File: src/rtl/cqm_pkg.sv
package cqm_pkg;
   typedef enum logic [1:0] {
      CQ_ST_OK   = 2'd0,
      CQ_ST_FULL = 2'd1
   } cq_status_e;

   localparam logic [2:0] RW_BASE = 3'd0;
   localparam logic [2:0] RW_CTRL = 3'd1;
   localparam logic [2:0] RW_PROD = 3'd2;
   localparam logic [2:0] RW_CONS = 3'd3;

   localparam int LOG_W        = 4;
   localparam int CTRL_EQN_LSB = 8;
   localparam int CTRL_ARM_BIT = 31;
endpackage

File: src/rtl/cqm_axil_port.sv
module cqm_axil_port #(
   parameter int AW = 7,
   localparam int WA = AW - 2
) (
   input  logic          clk,
   input  logic          rst,
   input  logic [AW-1:0] awaddr,
   input  logic          awvalid,
   output logic          awready,
   input  logic [31:0]   wdata,
   input  logic [3:0]    wstrb,
   input  logic          wvalid,
   output logic          wready,
   output logic [1:0]    bresp,
   output logic          bvalid,
   input  logic          bready,
   input  logic [AW-1:0] araddr,
   input  logic          arvalid,
   output logic          arready,
   output logic [31:0]   rdata,
   output logic [1:0]    rresp,
   output logic          rvalid,
   input  logic          rready,
   output logic          wr_en,
   output logic [WA-1:0] wr_word_addr,
   output logic [31:0]   wr_data,
   output logic [WA-1:0] rd_word_addr,
   input  logic [31:0]   rd_data
);
   logic wr_go, rd_go;
   logic unused_lsbs;

   assign unused_lsbs  = ^{awaddr[1:0], araddr[1:0]};
   assign wr_go        = awvalid && wvalid && !bvalid;
   assign awready      = wvalid && !bvalid;
   assign wready       = awvalid && !bvalid;
   assign wr_en        = wr_go && (&wstrb);
   assign wr_word_addr = awaddr[AW-1:2];
   assign wr_data      = wdata;
   assign bresp        = 2'b00;

   assign arready      = !rvalid;
   assign rd_go        = arvalid && arready;
   assign rd_word_addr = araddr[AW-1:2];
   assign rresp        = 2'b00;

   always_ff @(posedge clk) begin
      if (rst) begin
         bvalid <= 1'b0;
         rvalid <= 1'b0;
         rdata  <= '0;
      end else begin
         if (wr_go)       bvalid <= 1'b1;
         else if (bready) bvalid <= 1'b0;
         if (rd_go) begin
            rvalid <= 1'b1;
            rdata  <= rd_data;
         end else if (rready) begin
            rvalid <= 1'b0;
         end
      end
   end

   a_r6_read_hold: assert property (@(posedge clk) disable iff (rst)
      (rvalid && !rready) |=> (rvalid && $stable(rdata)));

   a_r10_bresp_hold: assert property (@(posedge clk) disable iff (rst)
      (bvalid && !bready) |=> bvalid);
endmodule

File: src/rtl/cqm_slot.sv
module cqm_slot
   import cqm_pkg::*;
#(
   parameter int PTR_W   = 16,
   parameter int DMA_W   = 32,
   parameter int EQN_W   = 8,
   parameter int REC_LOG = 5,
   localparam int CNT_W  = PTR_W + 1,
   localparam int LOG_MAX = (PTR_W - 1 < (1 << LOG_W) - 1) ? PTR_W - 1 : (1 << LOG_W) - 1
) (
   input  logic             clk,
   input  logic             rst,
   input  logic             sw_we,
   input  logic [2:0]       sw_word,
   input  logic [31:0]      sw_data,
   input  logic             enq_take,
   input  logic             cmt_take,
   output logic [DMA_W-1:0] slot_addr,
   output logic             is_full,
   output logic             ev_fire,
   output logic [DMA_W-1:0] base_o,
   output logic [LOG_W-1:0] log_o,
   output logic [EQN_W-1:0] eqn_o,
   output logic             arm_o,
   output logic [PTR_W-1:0] prod_o,
   output logic [PTR_W-1:0] cons_o
);
   localparam logic [LOG_W-1:0] LOG_CAP = LOG_W'(LOG_MAX);

   logic [DMA_W-1:0] base_q;
   logic [LOG_W-1:0] log_q, log_in;
   logic [EQN_W-1:0] eqn_q;
   logic             arm_q;
   logic [PTR_W-1:0] prod_q, cons_q, rsv_q;
   logic [PTR_W-1:0] occ, idx;
   logic [CNT_W-1:0] size_w;
   logic             reserve, retire, ctrl_we;
   logic             unused_data;

   assign unused_data = ^sw_data;
   assign size_w      = CNT_W'(1) << log_q;
   assign occ         = prod_q + rsv_q - cons_q;
   assign is_full     = {1'b0, occ} >= size_w;
   assign reserve     = enq_take && !is_full;
   assign retire      = cmt_take && (rsv_q != '0);
   assign ev_fire     = retire && arm_q;
   assign idx         = (prod_q + rsv_q) & (size_w[PTR_W-1:0] - PTR_W'(1));
   assign slot_addr   = base_q + (DMA_W'(idx) << REC_LOG);
   assign ctrl_we     = sw_we && (sw_word == RW_CTRL);
   assign log_in      = (sw_data[LOG_W-1:0] > LOG_CAP) ? LOG_CAP : sw_data[LOG_W-1:0];

   assign base_o = base_q;
   assign log_o  = log_q;
   assign eqn_o  = eqn_q;
   assign arm_o  = arm_q;
   assign prod_o = prod_q;
   assign cons_o = cons_q;

   always_ff @(posedge clk) begin
      if (rst) begin
         base_q <= '0;
         log_q  <= '0;
         eqn_q  <= '0;
         arm_q  <= 1'b0;
         prod_q <= '0;
         cons_q <= '0;
         rsv_q  <= '0;
      end else begin
         rsv_q  <= rsv_q + PTR_W'(reserve) - PTR_W'(retire);
         prod_q <= prod_q + PTR_W'(retire);
         if (ctrl_we)      arm_q <= sw_data[CTRL_ARM_BIT];
         else if (ev_fire) arm_q <= 1'b0;
         if (sw_we) begin
            case (sw_word)
               RW_BASE: base_q <= sw_data[DMA_W-1:0];
               RW_CTRL: begin
                  log_q <= log_in;
                  eqn_q <= sw_data[CTRL_EQN_LSB +: EQN_W];
               end
               RW_CONS: cons_q <= sw_data[PTR_W-1:0];
               default: ;
            endcase
         end
      end
   end

   a_r4_prod_only_on_commit: assert property (@(posedge clk) disable iff (rst)
      !cmt_take |=> $stable(prod_q));

   a_r3_full_reserves_nothing: assert property (@(posedge clk) disable iff (rst)
      (enq_take && is_full && !cmt_take) |=> (rsv_q == $past(rsv_q)));

   a_r5_arm_one_shot: assert property (@(posedge clk) disable iff (rst)
      (ev_fire && !ctrl_we) |=> !arm_q);
endmodule

File: src/rtl/cq_ring_manager.sv
module cq_ring_manager
   import cqm_pkg::*;
#(
   parameter int QUEUE_COUNT = 4,
   parameter int PTR_W       = 16,
   parameter int DMA_W       = 32,
   parameter int EQN_W       = 8,
   parameter int TAG_W       = 4,
   parameter int REC_LOG     = 5,
   localparam int QW         = $clog2(QUEUE_COUNT),
   localparam int AXIL_AW    = QW + 5
) (
   input  logic               clk,
   input  logic               rst,
   input  logic [AXIL_AW-1:0] s_axil_awaddr,
   input  logic               s_axil_awvalid,
   output logic               s_axil_awready,
   input  logic [31:0]        s_axil_wdata,
   input  logic [3:0]         s_axil_wstrb,
   input  logic               s_axil_wvalid,
   output logic               s_axil_wready,
   output logic [1:0]         s_axil_bresp,
   output logic               s_axil_bvalid,
   input  logic               s_axil_bready,
   input  logic [AXIL_AW-1:0] s_axil_araddr,
   input  logic               s_axil_arvalid,
   output logic               s_axil_arready,
   output logic [31:0]        s_axil_rdata,
   output logic [1:0]         s_axil_rresp,
   output logic               s_axil_rvalid,
   input  logic               s_axil_rready,
   input  logic [QW-1:0]      enq_queue,
   input  logic [TAG_W-1:0]   enq_tag,
   input  logic               enq_valid,
   output logic               enq_ready,
   output logic [TAG_W-1:0]   resp_tag,
   output logic [1:0]         resp_status,
   output logic [DMA_W-1:0]   resp_addr,
   output logic               resp_valid,
   input  logic               resp_ready,
   input  logic [QW-1:0]      commit_queue,
   input  logic               commit_valid,
   output logic               commit_ready,
   output logic [EQN_W-1:0]   event_eq,
   output logic [QW-1:0]      event_cq,
   output logic               event_valid,
   input  logic               event_ready
);
   localparam int WA = AXIL_AW - 2;

   if (QUEUE_COUNT < 2 || (1 << QW) != QUEUE_COUNT) begin : g_bad_count
      $error("QUEUE_COUNT must be a power of two of at least 2");
   end
   if (PTR_W < 2 || PTR_W > 32) begin : g_bad_ptr
      $error("PTR_W must lie in 2..32");
   end
   if (DMA_W < 8 || DMA_W > 32) begin : g_bad_dma
      $error("DMA_W must lie in 8..32");
   end
   if (EQN_W < 1 || EQN_W > CTRL_ARM_BIT - CTRL_EQN_LSB) begin : g_bad_eqn
      $error("EQN_W does not fit the control word");
   end

   logic          wr_en;
   logic [WA-1:0] wr_wa, rd_wa;
   logic [31:0]   wr_data, rd_data;
   logic [QW-1:0] wr_q, rd_q;
   logic [2:0]    wr_word, rd_word;

   cqm_axil_port #(.AW(AXIL_AW)) u_axil (
      .clk(clk), .rst(rst),
      .awaddr(s_axil_awaddr), .awvalid(s_axil_awvalid), .awready(s_axil_awready),
      .wdata(s_axil_wdata), .wstrb(s_axil_wstrb), .wvalid(s_axil_wvalid),
      .wready(s_axil_wready), .bresp(s_axil_bresp), .bvalid(s_axil_bvalid),
      .bready(s_axil_bready), .araddr(s_axil_araddr), .arvalid(s_axil_arvalid),
      .arready(s_axil_arready), .rdata(s_axil_rdata), .rresp(s_axil_rresp),
      .rvalid(s_axil_rvalid), .rready(s_axil_rready),
      .wr_en(wr_en), .wr_word_addr(wr_wa), .wr_data(wr_data),
      .rd_word_addr(rd_wa), .rd_data(rd_data)
   );

   assign wr_q    = wr_wa[WA-1 -: QW];
   assign wr_word = wr_wa[2:0];
   assign rd_q    = rd_wa[WA-1 -: QW];
   assign rd_word = rd_wa[2:0];

   logic enq_acc, cmt_acc;
   assign enq_ready    = !resp_valid || resp_ready;
   assign commit_ready = !event_valid || event_ready;
   assign enq_acc      = enq_valid && enq_ready;
   assign cmt_acc      = commit_valid && commit_ready;

   logic [DMA_W-1:0]       s_addr [QUEUE_COUNT];
   logic [DMA_W-1:0]       s_base [QUEUE_COUNT];
   logic [LOG_W-1:0]       s_log  [QUEUE_COUNT];
   logic [EQN_W-1:0]       s_eqn  [QUEUE_COUNT];
   logic [PTR_W-1:0]       s_prod [QUEUE_COUNT];
   logic [PTR_W-1:0]       s_cons [QUEUE_COUNT];
   logic [QUEUE_COUNT-1:0] s_full, s_arm, s_ev;

   for (genvar i = 0; i < QUEUE_COUNT; i++) begin : g_slot
      cqm_slot #(
         .PTR_W(PTR_W), .DMA_W(DMA_W), .EQN_W(EQN_W), .REC_LOG(REC_LOG)
      ) u_slot (
         .clk(clk), .rst(rst),
         .sw_we(wr_en && (wr_q == QW'(i))), .sw_word(wr_word), .sw_data(wr_data),
         .enq_take(enq_acc && (enq_queue == QW'(i))),
         .cmt_take(cmt_acc && (commit_queue == QW'(i))),
         .slot_addr(s_addr[i]), .is_full(s_full[i]), .ev_fire(s_ev[i]),
         .base_o(s_base[i]), .log_o(s_log[i]), .eqn_o(s_eqn[i]), .arm_o(s_arm[i]),
         .prod_o(s_prod[i]), .cons_o(s_cons[i])
      );
   end

   always_comb begin
      rd_data = '0;
      case (rd_word)
         RW_BASE: rd_data = 32'(s_base[rd_q]);
         RW_CTRL: begin
            rd_data[CTRL_ARM_BIT]              = s_arm[rd_q];
            rd_data[CTRL_EQN_LSB +: EQN_W]     = s_eqn[rd_q];
            rd_data[LOG_W-1:0]                 = s_log[rd_q];
         end
         RW_PROD: rd_data = 32'(s_prod[rd_q]);
         RW_CONS: rd_data = 32'(s_cons[rd_q]);
         default: rd_data = '0;
      endcase
   end

   cq_status_e resp_st_q;
   assign resp_status = resp_st_q;

   always_ff @(posedge clk) begin
      if (rst) begin
         resp_valid  <= 1'b0;
         resp_tag    <= '0;
         resp_st_q   <= CQ_ST_OK;
         resp_addr   <= '0;
         event_valid <= 1'b0;
         event_eq    <= '0;
         event_cq    <= '0;
      end else begin
         if (enq_acc) begin
            resp_valid <= 1'b1;
            resp_tag   <= enq_tag;
            resp_st_q  <= s_full[enq_queue] ? CQ_ST_FULL : CQ_ST_OK;
            resp_addr  <= s_addr[enq_queue];
         end else if (resp_ready) begin
            resp_valid <= 1'b0;
         end
         if (|s_ev) begin
            event_valid <= 1'b1;
            event_eq    <= s_eqn[commit_queue];
            event_cq    <= commit_queue;
         end else if (event_ready) begin
            event_valid <= 1'b0;
         end
      end
   end

   a_r8_resp_hold: assert property (@(posedge clk) disable iff (rst)
      (resp_valid && !resp_ready) |=>
         (resp_valid && $stable(resp_tag) && $stable(resp_addr) && $stable(resp_status)));

   a_r9_event_hold: assert property (@(posedge clk) disable iff (rst)
      (event_valid && !event_ready) |=>
         (event_valid && $stable(event_eq) && $stable(event_cq)));

   a_r5_event_single: assert property (@(posedge clk) disable iff (rst)
      $onehot0(s_ev));
endmodule

File: config.mk
export PLATFORM = sky130hd
export DESIGN_NAME = cq_ring_manager
export DESIGN_NICKNAME = d
export VERILOG_FILES = /design/src/rtl/cqm_pkg.sv /design/src/rtl/cqm_axil_port.sv /design/src/rtl/cqm_slot.sv /design/src/rtl/cq_ring_manager.sv
export SDC_FILE = /design/constraint.sdc
export NUM_CORES = 2
export LEC_CHECK = 0
export BUFFER_PORTS_ARGS = -buffer_cell sky130_fd_sc_hd__buf_2
export CAP_MARGIN = 20
export CORE_MARGIN = 2
export CORE_UTILIZATION = 50
export CTS_CLUSTER_SIZE = 20
export DETAILED_ROUTE_END_ITERATION = 10
export HOLD_SLACK_MARGIN = 0.15
export PLACE_DENSITY = 0.77
export SYNTH_ARGS = -nofsm -noshare
export SYNTH_HDL_FRONTEND = slang
export SYNTH_SLANG_ARGS = --single-unit
File: constraint.sdc
create_clock -name clk -period 8.53 [get_ports clk]
set_input_delay 1.2795 -clock clk [delete_from_list [all_inputs] [get_ports clk]]
set_output_delay 1.2795 -clock clk [all_outputs]
set_load 0.02 [all_outputs]
Yosys cells after proc, flatten, opt, wreduce, memory -nomap -nowiden
Index checks and enable logic that the tools add are counted.
Operators by class
  $add $sub $neg: 28
  magnitude comparators: 10
  equality and inequality tests: 14
  shift-type cells: 4
  mux-type cells: 48
  bitwise operators: 7
  reductions and logical operators: 77
Operator list (number)
  adder 16 x 1 -> 16 bit: 8
  adder 32 x 21 -> 32 bit: 4
  binary-select mux 32 bit (select 2 bit): 2
  2-to-1 mux 32 bit: 4
  >= comparator 16 x 17 -> 1 bit: 4
  left shift 1 x 4 -> 17 bit (first input constant): 4
  adder 16 bit: 4
  AND 16 bit: 4
  binary-select mux 16 bit (select 2 bit): 2
  2-to-1 mux 16 bit: 4
  nonzero test 16 bit: 4
  subtractor 16 x 1 -> 16 bit: 4
  subtractor 16 x 1 -> 16 bit (second input constant): 4
  subtractor 16 bit: 4
  logical AND 1 bit: 36
  binary-select mux 8 bit (select 2 bit): 2
  2-to-1 mux 8 bit: 4
  case mux 8 bit (4 select lines): 1
  AND reduction 2 bit: 12
  2-to-1 mux 1 bit: 19
  case mux 4 bit (4 select lines): 1
  nonzero test 2 bit: 8
  2-to-1 mux 15 bit: 1
  equality test 2 bit (second input constant): 6
  other kinds (18): 42
Storage, ports and cells
  bits in registers: 456
  input bits: 69
  output and inout bits: 93
  word-level logic and storage cells: 226

Longest topological paths before layout
  depth after elaboration: 8
  gate-level depth with buffers: 35
  gate-level depth less buffers: 35

By module
Synthesis repeated with hierarchy kept, for this count alone.
Second synthesis, totals
  cells, all modules: 4469
  area, all modules: 35773.1 um^2
By module, submodules not included
  cqm_slot (g_slot[0].u_slot ...): instances 2, cells an instance 960, area each 7218.2 um^2, sequential area each 1861.8 um^2
  cqm_slot (g_slot[3].u_slot): instances 1, cells an instance 952, area each 7175.6 um^2, sequential area each 1861.8 um^2
  cqm_slot (g_slot[2].u_slot): instances 1, cells an instance 917, area each 7015.5 um^2, sequential area each 1861.8 um^2
  cq_ring_manager: instances 1, cells an instance 476, area each 5123.7 um^2, sequential area each 980.9 um^2
  cqm_axil_port: instances 1, cells an instance 204, area each 2021.9 um^2, sequential area each 680.7 um^2

Worst setup path after synthesis
Ideal clock, no wire load.
  path kind: reg-to-reg
  from: register g_slot[3].u_slot.rsv_q[0]
  to: register g_slot[3].u_slot.rsv_q[14]
  library setup time: 0.128 ns
  arrival: 6.316 ns
  data required time: 8.402 ns
  setup slack: 2.087 ns
  stages on the path, launching flop included: 34
  buffers on the path: 0
  period minus slack after synthesis: 6.443 ns
  path through: dfxtp_1 > ha_1 > inv_1 > fa_1 > nor2b_1 > o21ai_1 > a21oi_1 > o21ai_1 > a21oi_1 > a21oi_1 > xnor2_1 > ha_1 > and3_1 > a21oi_1 > o21ai_0 > o41ai_1 > o311ai_0 > ha_1 > a2111oi_0 > o21ai_0 > a21oi_1 > o211a_1 > ha_1 > inv_1 > fa_1 > nand2b_1 > a21oi_1 > o21ai_1 > a21o_1 > a21oi_1 > a211oi_1 > o41ai_1 > xnor2_1 > nor2_1
Between the ends
  longest elaborated chain between the ends: 7
RTL lines
  start, declared: RTL line cqm_slot.sv:34  | logic [PTR_W-1:0] prod_q, cons_q, rsv_q;
  start signal, assigned: RTL line cqm_slot.sv:69  | rsv_q <= rsv_q + PTR_W'(reserve) - PTR_W'(retire);
  adder 16 bit: RTL line cqm_slot.sv:42  | assign occ = prod_q + rsv_q - cons_q;
  subtractor 16 bit: RTL line cqm_slot.sv:42
  >= comparator 16 x 17 -> 1 bit: RTL line cqm_slot.sv:43  | assign is_full = {1'b0, occ} >= size_w;
  logical NOT 1 bit: RTL line cqm_slot.sv:44  | assign reserve = enq_take && !is_full;
  logical AND 1 bit: RTL line cqm_slot.sv:44
  adder 16 x 1 -> 16 bit: RTL line cqm_slot.sv:69
  subtractor 16 x 1 -> 16 bit *: RTL line cqm_slot.sv:69
Mark *: on every way between the ends. The rest lies on a longest branch, timed or not.
A chain may end at the register's enable or synchronous reset.

Worst setup path in the final report
  from: register g_slot[1].u_slot.prod_q[0]
  to: register g_slot[1].u_slot.rsv_q[14]
Between the ends
  longest elaborated chain between the ends: 7
RTL lines
  start, declared: RTL line cqm_slot.sv:34
  start signal, assigned: RTL line cqm_slot.sv:70  | prod_q <= prod_q + PTR_W'(retire);
  adder 16 bit: RTL line cqm_slot.sv:42
  subtractor 16 bit: RTL line cqm_slot.sv:42
  >= comparator 16 x 17 -> 1 bit: RTL line cqm_slot.sv:43
  logical NOT 1 bit: RTL line cqm_slot.sv:44
  logical AND 1 bit: RTL line cqm_slot.sv:44
  adder 16 x 1 -> 16 bit: RTL line cqm_slot.sv:69
  subtractor 16 x 1 -> 16 bit: RTL line cqm_slot.sv:69
  end signal, assigned: RTL line cqm_slot.sv:69
  end, declared: RTL line cqm_slot.sv:34
Every way passes these cells.

==> results_dict.tcl <==
set metrics [dict create \
    clkSinkCount 455 \
    dieHeight_um 264 \
    cp.arrival_ps 8430 \
    switching_share 0.393 \
    cp_slowest_cell "sky130_fd_sc_hd__o22ai_1" \
    gr-usage-all-layers 0.321 \
    dr.first_iter.drc_count 3501 \
    timing_max_transition_violations_final 0 \
    m1WireLength_um 44700 \
    postSynth.asyncResetShare 0 \
    run_status "complete, no violations" \
    tns_ps 0 \
    mappedNetlistArea_mm2 0.0339 \
    syn_to_final_growth_pct 9.26 \
    cts-root-buf "sky130_fd_sc_hd__clkbuf_16" \
    hold_buffers 0 \
    pwr-share-comb 0.477 \
    most-common-layout-cells "715 x sky130_fd_sc_hd__nand2_1, 455 x sky130_fd_sc_hd__dfxtp_1, 439 x sky130_fd_sc_hd__a21oi_1, 352 x sky130_fd_sc_hd__ha_1, 329 x sky130_fd_sc_hd__nor2_1" \
    synth.lib_cells_used.distinct 98 \
    syn-instance-count 4198 \
    setup_viol_count_final 0 \
    met2WireLength_um 49000 \
    core_area_mm2 0.0672 \
    grt_setup_unrepaired "false" \
    cpMostUsedCell "sky130_fd_sc_hd__a21oi_1" \
    vias_in_the_first_global_route 29800 \
    grt-ovfl-total 0 \
    final_antenna_net_count 0 \
    via_count 31600 \
    cts.clk_slew.worst_paths_ps 60 \
    worstSkewPairLatency_ps 630 \
    grt_antenna_before_repair 6 \
    worst_min_delay_path_category "flop to flop" \
    postSynth.topFlopCell "sky130_fd_sc_hd__dfxtp_1" \
    postSynthRegisterBits 455 \
    crit_type "flop to flop" \
    wl_um 114000 \
    worst_slew_pin_slew_ps 1160 \
    cts_inserted_buffers 53 \
    post_cts.repair.setup_buffers 0 \
    chip_width_um 264 \
    grt_max_degree 98 \
    power.leakage_nw 14.7 \
    final.min_clock_period_ps 7910 \
    startpoint_type "flop" \
    yosysWarnings 0 \
    critical_path_required_ps 9050 \
    drv_cap 0 \
    io_buf_count 152 \
    fin_nets 4684 \
    floorplan.die_area_mm2 0.0698 \
    crit_path_end_kind "flop" \
    pwr-share-clk 0.261 \
    reg2reg_setup_slack_ps 620 \
    synth.yosys.seq_area_share 0.269 \
    worst_hold_slack_ps 450 \
    share_seq_of_total_power 0.262 \
    top_level_ports 162 \
    fmax_mhz 126 \
    timing.final.hold_violations 0 \
    placed_area_mm2 0.0352 \
    route.top_layer_used "met5" \
    drt-wirelength-per-cell_um 22.1 \
    worst_path_max_stage_delay_ps 630 \
    finish.instance_area_mm2 0.0370 \
    dp_cells 5063 \
    final_common_cell "sky130_fd_sc_hd__nand2_1" \
    post_cts_sizing 0 \
    number_of_flops_mapped_to_enable_cells_by_yosys 0 \
    internal-power_mw 5.60 \
    avgSynthCellArea_um2 8.06 \
    cts_htree_levels 2 \
    gpl.final_weighted_congestion 1.03 \
    irDropWorstVdd_v 0.000270 \
    clock-skew-final_ps 26.0 \
    timing.max_slew.rel_slack 0.227 \
    critical_path.max_fanout 4 \
    tritoncts "yes" \
    vias_per_cell 6.11 \
    fill_cells 6099 \
    power_mw 9.22 \
    layout-drive-gt1-share 0.106 \
    drcViolationCount 0 \
    dr.pass1.iters 6 \
    clk_path_buf_depth 3 \
    half_perimeter_wire_length_after_placement_um 86400 \
    p_sw_mw 3.62 \
    route.met3.wl_um 12900 \
    power_density_mw_per_mm2 249 \
    finish.cell_count_without_fillers 5164 \
    fp-row-count 95 \
    grt_pass1_wl_um 174000 \
    final.period_utilization 0.927 \
    initial_utilization 0.504 \
]
## power by group through the flow
stage / sequential [mW] / combinational (mW) / clock (mW)
after floorplan: 2.41 / 3.46 / 0
after global placement: 2.46 / 4.23 / 0
after detailed placement: 2.46 / 4.32 / 0
after CTS: 2.42 / 4.36 / 2.42
after global routing: 2.43 / 4.96 / 2.51
final: 2.42 / 4.40 / 2.41
## critical path, delay by kind of cell (launching register included)
family	cells	cell delay, ps
compound gates	16	3160
xor+xnor	2	340
fa+ha+maj	6	1560
buf+inv	1	60
flops	1	500
mux	1	360
simple gates	7	1810
## area by class of cell
type | count | area, um^2 | area share
inverters | 240 | 901 | 0.0244
clock buffers | 66 | 1440 | 0.0388
repair buffers | 187 | 1040 | 0.0280
clock inverters | 31 | 372 | 0.0100
multi-input cells | 3310 | 23000 | 0.623
diodes | 2 | 5.00 | 0.000135
well taps | 873 | 1090 | 0.0295
flip-flops and latches | 455 | 9110 | 0.246
## state kept, by name (all words and copies together), names as in the netlist, 4 cells and up
signal	flops
g_slot.u_slot.prod_o	64
resp_tag	4
g_slot.u_slot.rsv_q	64
u_axil.rdata	32
g_slot.u_slot.log_o	16
g_slot.u_slot.eqn_o	32
g_slot.u_slot.arm_o	4
g_slot.u_slot.base_o	128
g_slot.u_slot.cons_o	64
resp_addr	32
event_eq	8
## logic make-up after synthesis
family,count (synthesis),synth area share
simple gates,1586,0.213
compound gates,933,0.172
flops,455,0.269
buf+inv,441,0.0521
fa+ha+maj,368,0.140
xor+xnor,282,0.0730
mux,132,0.0808
other cells,1,0.000111
## final timing paths
path                                    from                    endpoint  depth (start not counted)
hold reg to reg                resp_addr[11]               resp_addr[11]                          2
setup / recovery  g_slot[1].u_slot.prod_o[0]  g_slot[1].u_slot.rsv_q[14]                         33
hold / removal                 resp_addr[11]               resp_addr[11]                          2
setup reg to reg  g_slot[1].u_slot.prod_o[0]  g_slot[1].u_slot.rsv_q[14]                         33
## per-layer routing
| metal | up-vias | track usage |
|---|---|---|
| met5 | - | 0 |
| li1 | 14800 | - |
| met3 | 314 | 0.0762 |
| met1 | 14900 | 0.414 |
| met4 | 4 | 0.181 |
| met2 | 1601 | 0.492 |
## cell usage after synthesis, types with 10 or more instances
master	count	area share
sky130_fd_sc_hd__nand3b_1	17	0.0038
sky130_fd_sc_hd__o21bai_1	27	0.0060
sky130_fd_sc_hd__fa_1	16	0.0095
sky130_fd_sc_hd__xor2_1	107	0.028
sky130_fd_sc_hd__a211o_1	12	0.0031
sky130_fd_sc_hd__inv_1	240	0.027
sky130_fd_sc_hd__dfxtp_1	455	0.27
sky130_fd_sc_hd__nand3_1	93	0.014
sky130_fd_sc_hd__or2_2	15	0.0028
sky130_fd_sc_hd__a31oi_1	18	0.0033
sky130_fd_sc_hd__buf_2	10	0.0015
sky130_fd_sc_hd__a21o_1	50	0.011
sky130_fd_sc_hd__o21a_1	31	0.0069
sky130_fd_sc_hd__o211ai_1	10	0.0022
sky130_fd_sc_hd__a22oi_1	33	0.0073
sky130_fd_sc_hd__o21ai_1	37	0.0055
sky130_fd_sc_hd__mux4_2	112	0.075
sky130_fd_sc_hd__ha_1	352	0.13
sky130_fd_sc_hd__a211oi_1	32	0.0071
sky130_fd_sc_hd__buf_1	11	0.0012
sky130_fd_sc_hd__nor2b_1	84	0.016
sky130_fd_sc_hd__and2_1	39	0.0072
sky130_fd_sc_hd__or3_1	53	0.0098
sky130_fd_sc_hd__o2111ai_1	16	0.0041
sky130_fd_sc_hd__nand2b_1	21	0.0039
sky130_fd_sc_hd__o21ai_0	96	0.014
sky130_fd_sc_hd__mux2i_1	13	0.0038
sky130_fd_sc_hd__nor2_1	330	0.037
sky130_fd_sc_hd__a21oi_1	439	0.065
sky130_fd_sc_hd__nor3_1	78	0.012
sky130_fd_sc_hd__nand2_1	718	0.080
sky130_fd_sc_hd__and3_1	50	0.0092
sky130_fd_sc_hd__nand4_1	28	0.0052
sky130_fd_sc_hd__xnor2_1	175	0.045
sky130_fd_sc_hd__nor3b_1	10	0.0022
sky130_fd_sc_hd__o31ai_1	16	0.0035
sky130_fd_sc_hd__clkbuf_1	164	0.018
## metrics by stage
step | utilization | setup slack (ps)
after floorplan | - | 2090
after global placement | 0.524 | 884
after detailed placement | 0.524 | 782
after CTS | 0.551 | 757
after global routing | 0.551 | 86.0
final | 0.551 | 620
Power figures use the tool's default switching activity.
